File: src/rtl/memfld_pkg.sv
`timescale 1ns/1ps
package memfld_pkg;
  localparam int FIELD_W = 3;
  localparam int WORD_W  = 12;
  localparam int SAVE_W  = 2 * FIELD_W;
  localparam logic [5:0] DEV_CODE = 6'o62;

  typedef enum logic [1:0] {
    CYC_FETCH  = 2'd0,
    CYC_DIRECT = 2'd1,
    CYC_INDIR  = 2'd2,
    CYC_BREAK  = 2'd3
  } cyc_e;

  // place a save-width value in AC bits 6..11 (MSB-first numbering)
  function automatic logic [WORD_W-1:0] ac_place(input logic [SAVE_W-1:0] v);
    ac_place = {{(WORD_W-SAVE_W){1'b0}}, v};
  endfunction

  // field value in AC bits 6..8
  function automatic logic [WORD_W-1:0] ac_field(input logic [FIELD_W-1:0] f);
    ac_field = ac_place({f, {FIELD_W{1'b0}}});
  endfunction
endpackage

File: src/rtl/memfld_decode.sv
`timescale 1ns/1ps
module memfld_decode
  import memfld_pkg::*;
(
  input  logic              iot_valid,
  input  logic [WORD_W-1:0] iot_word,
  output logic [FIELD_W-1:0] arg,
  output logic              ld_df,
  output logic              ld_ib,
  output logic              rd_df,
  output logic              rd_if,
  output logic              rd_sf,
  output logic              restore
);
  logic       hit;
  logic [2:0] fn;

  always_comb begin
    hit = iot_valid && (iot_word[11:6] == DEV_CODE);
    fn  = iot_word[2:0];
    arg = iot_word[5:3];
    ld_df   = hit && (fn == 3'd1 || fn == 3'd3);
    ld_ib   = hit && (fn == 3'd2 || fn == 3'd3);
    rd_df   = hit && fn == 3'd4 && arg == 3'd1;
    rd_if   = hit && fn == 3'd4 && arg == 3'd2;
    rd_sf   = hit && fn == 3'd4 && arg == 3'd3;
    restore = hit && fn == 3'd4 && arg == 3'd4;
  end
endmodule

File: src/rtl/memfld_regs.sv
`timescale 1ns/1ps
module memfld_regs
  import memfld_pkg::*;
(
  input  logic               clk,
  input  logic               rst_n,
  input  logic               panel_ld,
  input  logic [FIELD_W-1:0] panel_if,
  input  logic [FIELD_W-1:0] panel_df,
  input  logic [FIELD_W-1:0] panel_bf,
  input  logic               intr_ack,
  input  logic               jump_evt,
  input  logic [FIELD_W-1:0] arg,
  input  logic               ld_df,
  input  logic               ld_ib,
  input  logic               restore,
  output logic [FIELD_W-1:0] if_q,
  output logic [FIELD_W-1:0] ib_q,
  output logic [FIELD_W-1:0] df_q,
  output logic [SAVE_W-1:0]  sf_q,
  output logic [FIELD_W-1:0] bf_q,
  output logic               inh_q
);
  always_ff @(posedge clk) begin
    if (!rst_n) begin
      if_q  <= '0;
      ib_q  <= '0;
      df_q  <= '0;
      sf_q  <= '0;
      bf_q  <= '0;
      inh_q <= 1'b0;
    end else if (panel_ld) begin
      if_q  <= panel_if;
      ib_q  <= panel_if;
      df_q  <= panel_df;
      bf_q  <= panel_bf;
      inh_q <= 1'b0;
    end else if (intr_ack) begin
      sf_q  <= {if_q, df_q};
      if_q  <= '0;
      ib_q  <= '0;
      df_q  <= '0;
      inh_q <= 1'b0;
    end else begin
      if (jump_evt) begin
        if_q  <= ib_q;
        inh_q <= 1'b0;
      end
      if (ld_df)   df_q <= arg;
      if (ld_ib)   ib_q <= arg;
      if (restore) begin
        df_q <= sf_q[FIELD_W-1:0];
        ib_q <= sf_q[SAVE_W-1:FIELD_W];
      end
      if (ld_ib || restore) inh_q <= 1'b1;
    end
  end
endmodule

File: src/rtl/memfld_route.sv
`timescale 1ns/1ps
module memfld_route
  import memfld_pkg::*;
(
  input  logic [1:0]         cyc_kind,
  input  logic [FIELD_W-1:0] if_q,
  input  logic [FIELD_W-1:0] df_q,
  input  logic [SAVE_W-1:0]  sf_q,
  input  logic [FIELD_W-1:0] bf_q,
  input  logic               rd_df,
  input  logic               rd_if,
  input  logic               rd_sf,
  input  logic [WORD_W-1:0]  ac_in,
  output logic [WORD_W-1:0]  ac_out,
  output logic [FIELD_W-1:0] ext_field
);
  cyc_e kind;

  always_comb begin
    kind = cyc_e'(cyc_kind);
    unique case (kind)
      CYC_INDIR: ext_field = df_q;
      CYC_BREAK: ext_field = bf_q;
      default:   ext_field = if_q;
    endcase
  end

  always_comb begin
    ac_out = ac_in;
    if (rd_df) ac_out = ac_in | ac_field(df_q);
    if (rd_if) ac_out = ac_in | ac_field(if_q);
    if (rd_sf) ac_out = ac_in | ac_place(sf_q);
  end
endmodule

File: src/rtl/memfld_ctrl.sv
`timescale 1ns/1ps
module memfld_ctrl
  import memfld_pkg::*;
(
  input  logic        clk,
  input  logic        rst_n,
  input  logic        iot_valid,
  input  logic [11:0] iot_word,
  input  logic        jump_evt,
  input  logic        intr_ack,
  input  logic [1:0]  cyc_kind,
  input  logic        panel_ld,
  input  logic [2:0]  panel_if,
  input  logic [2:0]  panel_df,
  input  logic [2:0]  panel_bf,
  input  logic [11:0] ac_in,
  output logic [11:0] ac_out,
  output logic [2:0]  ext_field,
  output logic        intr_inhibit
);
  logic [FIELD_W-1:0] arg;
  logic ld_df, ld_ib, rd_df, rd_if, rd_sf, restore;
  logic [FIELD_W-1:0] if_q, ib_q, df_q, bf_q;
  logic [SAVE_W-1:0]  sf_q;
  logic inh_q;

  memfld_decode dec_i (
    .iot_valid(iot_valid), .iot_word(iot_word), .arg(arg),
    .ld_df(ld_df), .ld_ib(ld_ib), .rd_df(rd_df), .rd_if(rd_if),
    .rd_sf(rd_sf), .restore(restore)
  );

  memfld_regs regs_i (
    .clk(clk), .rst_n(rst_n), .panel_ld(panel_ld), .panel_if(panel_if),
    .panel_df(panel_df), .panel_bf(panel_bf), .intr_ack(intr_ack),
    .jump_evt(jump_evt), .arg(arg), .ld_df(ld_df), .ld_ib(ld_ib),
    .restore(restore), .if_q(if_q), .ib_q(ib_q), .df_q(df_q),
    .sf_q(sf_q), .bf_q(bf_q), .inh_q(inh_q)
  );

  memfld_route route_i (
    .cyc_kind(cyc_kind), .if_q(if_q), .df_q(df_q), .sf_q(sf_q),
    .bf_q(bf_q), .rd_df(rd_df), .rd_if(rd_if), .rd_sf(rd_sf),
    .ac_in(ac_in), .ac_out(ac_out), .ext_field(ext_field)
  );

  assign intr_inhibit = inh_q;
endmodule

File: config.mk
export PLATFORM = sky130hd
export DESIGN_NAME = memfld_ctrl
export DESIGN_NICKNAME = d
export VERILOG_FILES = /design/src/rtl/memfld_pkg.sv /design/src/rtl/memfld_decode.sv /design/src/rtl/memfld_regs.sv /design/src/rtl/memfld_route.sv /design/src/rtl/memfld_ctrl.sv
export SDC_FILE = /design/constraint.sdc
export NUM_CORES = 1
export LEC_CHECK = 0
export ABC_AREA = 0
export CAP_MARGIN = 20
export CORE_MARGIN = 2
export CORE_UTILIZATION = 48
export CTS_CLUSTER_SIZE = 12
export DETAILED_ROUTE_END_ITERATION = 10
export DONT_BUFFER_PORTS = 1
export GPL_TIMING_DRIVEN = 0
export HOLD_SLACK_MARGIN = 0.06
export PLACE_DENSITY = 0.73
export SKIP_LAST_GASP = 1
export SLEW_MARGIN = 20
export SYNTH_ARGS = -nofsm -noshare
export SYNTH_HDL_FRONTEND = slang
export SYNTH_SLANG_ARGS = --single-unit
File: constraint.sdc
create_clock -name clk -period 3.7 [get_ports clk]
set_input_delay 0 -clock clk [delete_from_list [all_inputs] [get_ports clk]]
set_output_delay 0 -clock clk [all_outputs]
set_load 0.02 [all_outputs]
==> results.py <==
metrics = {
    "final_layout": {
        "fin_util_pct": 61.0,
        "layout.nets": 205,
        "area_delta_synth_final_pct": 18.2,
        "mostFrequentLayoutCell": "dfxtp_1",
        "post_route_cells_drive_above_1_share_pct": 10.4,
        "stdcell_area_um2": 1380,
        "fillCellCount": 217,
        "final_cell_mix": "19 x dfxtp_1, 18 x nor2_1, 15 x mux2i_1, 15 x dlygate4sd3_1, 13 x nand2_1",
        "antenna_cells": 0,
    },
    "grt": {
        "use_met2_pct": 38.9,
        "met1_usage_pct": 29.1,
        "grt_pass1_vias": 1027,
        "grt_pass1_wl_mm": 4.80,
        "grt_usage_pct": 23.6,
        "grt_max_degree": 11,
        "grt_remaining_overflow": 0,
        "grt_util_met3_pct": 7.91,
        "grt_antenna_before_repair": 0,
        "grt_busiest_layer": "met2",
    },
    "place": {
        "dp_hpwl_mm": 2.29,
        "routabilityCongestion": 0.783,
        "place_area_um2": 1200,
        "numPortBuffers": 0,
    },
    "clock_tree": {
        "clockBufferDepth": 2,
        "numCtsBuffers": 3,
        "cts_tree": "done",
        "clock_sinks": 19,
        "root_buffer": "clkbuf_4",
        "cts_max_level": 1,
        "clkLatencyLatePin_ns": 0.30,
        "cts_setup_buffers": 0,
        "path_clk_slew_ns": 0.10,
    },
    "critical_path": {
        "cp-startpoint": "regs_i.sf_q[2]",
        "cp.arrival_ns": 1.90,
        "cp-start-kind": "flip-flop",
        "critPathRequiredTime_ns": 3.89,
        "crit_fanout": 3,
        "timing.rr.start": "regs_i.sf_q[2]",
        "critPathKind": "flip-flop to flip-flop",
        "end_kind": "flip-flop",
    },
    "power_and_ir_drop": {
        "pwr-share-seq_pct": 53.1,
        "power_switching_share_pct": 29.0,
        "p_int_w": 0.000300,
        "clkPwrFrac_pct": 24.8,
        "p_per_area_nw_per_um2": 307,
        "p_comb_share_pct": 22.1,
        "peakVddDrop_mv": 0.239,
        "p_switching_w": 0.000123,
        "totalPowerFinal_w": 0.000423,
        "leakagePower_nw": 0.610,
    },
    "routing": {
        "via_count": 1133,
        "via_per_inst": 5.93,
        "drt-pass1-iter-count": 4,
        "drc_errors": 0,
        "drt_iter0_drc": 50,
        "drtAntennaViolNets": 0,
        "wl_per_cell_um": 16.0,
        "routed_wirelength_mm": 3.06,
    },
    "floorplanning": {
        "die_x_um": 53.2,
        "die_h_um": 53.2,
        "core_um2": 2250,
        "ios": 57,
        "core.rowCount": 17,
        "start_util_pct": 51.6,
        "dieArea_um2": 2830,
    },
    "timing": {
        "tns_ns": 0,
        "fmax_mhz": 586,
        "grt_setup_unrepaired": "false",
        "hold_ws_ns": 0.0994,
        "worst_pin_slew_ns": 0.550,
        "period_share_pct": 46.1,
        "setup_viol": 0,
        "slew_viol_final": 0,
        "hold_viol": 0,
        "maxSlewHeadroom_pct": 63.3,
        "fin_crit_ns": 1.71,
        "fin_skew_ns": 0.00414,
    },
    "yosys": {
        "avgSynthCellArea_um2": 8.08,
        "yosys_warnings": 0,
        "synthDistinctLibCells": 34,
        "synthCells": 144,
        "synth_seq_cells": 19,
        "synth_nets": 185,
        "synth_area_um2": 1160,
        "seq_area_frac_synth_pct": 32.7,
    },
    "run": {
        "drv_cap": 0,
    },
    "run_status": {
        "status": "finished clean",
    },
    "hold_path": {
        "hp-start": "panel_df[1]",
        "hp-class": "input port to flip-flop",
    },
}
-- metal layers --
metal,vias to the layer above,wire (um)
met5,-,0
met4,0,22
met3,5,239
met2,54,1550
met1,520,1250
li1,554,-
-- Yosys cell counts, drive strengths merged --
library cell / instances / area share, %
and4b: 1 / 0.86
a211oi: 1 / 0.65
a221oi: 4 / 3.0
a21o: 8 / 5.2
o21ai: 11 / 4.7
or2: 1 / 0.54
nand2: 13 / 4.2
and3: 1 / 0.54
nor2b: 2 / 1.1
buf: 12 / 6.8
o311a: 1 / 0.86
nor3: 2 / 1.8
nor4: 2 / 1.1
inv: 5 / 1.6
and2: 1 / 0.54
or3b: 2 / 1.7
mux2i: 15 / 13
o22ai: 1 / 1.1
nand3: 2 / 0.86
a31oi: 4 / 2.2
clkbuf: 2 / 0.65
a21oi: 9 / 3.9
nor2: 18 / 5.8
nand2b: 1 / 0.54
o211a: 1 / 0.86
o32ai: 1 / 0.75
o31ai: 3 / 1.9
dfxtp: 19 / 33
a211o: 1 / 0.75
-- flip-flops by register name, summed over array words and instances, names as in the netlist --
| name | flops |
|---|---|
| regs_i.bf_q | 3 |
| regs_i.df_q | 3 |
| regs_i.ib_q | 3 |
| regs_i.if_q | 3 |
| regs_i.inh_q | 1 |
| regs_i.sf_q | 6 |
-- logic make-up after synthesis --
group / Yosys count / share of synthesized area (%)
DFF: 19 / 32.7
muxes: 15 / 12.9
and+or+nand+nor: 46 / 19.6
AOI/OAI and AO/OA: 45 / 25.8
buffers and inverters: 19 / 9.03
-- through the flow --
stage                     std cells  setup slack [ns]
after global routing            191              1.92
after floorplan                 144              2.46
after global placement          172              2.31
after detailed placement        172              2.32
after CTS                       191              2.03
final                           191              1.99
-- final timing paths --
path         cells past startpoint  slack (ns)        endpoint
min reg2reg                      1        0.51  regs_i.ib_q[2]
min                              4         0.1  regs_i.df_q[1]
max                              4        1.99  regs_i.df_q[2]
max reg2reg                      4        1.99  regs_i.df_q[2]
-- worst max-delay path, cell delays in order, from the launching register on --
cell	delay, ns
dfxtp_1	0.35
nor4_1	0.30
a21oi_1	0.11
o311a_1	0.29
dlygate4sd3_1	0.55
-- power groups by stage --
stage	registers [W]	clock network, W	logic, W
CTS	0.000224	0.000108	0.0000926
global placement	0.000229	0	0.0000772
finish	0.000225	0.000105	0.0000936
global route	0.000226	0.000117	0.000103
detailed placement	0.000229	0	0.0000785
floorplan	0.000225	0	0.0000684
-- cell type report --
class	instances	area (um^2)	area share, %
plain buffers	14	86.3	6.28
clock buffers	4	26.3	1.91
inverters	5	18.8	1.36
multi-input cells	106	678	49.3
flip-flops and latches	19	380	27.7
well taps	28	35.0	2.55
repair buffers	15	150	10.9
-- repair_timing --
item	CTS	global route
hold buffers	15	0
endpoints found under the hold margin	13	0
resized for setup	0	0
(Power assumes the default switching activity.)
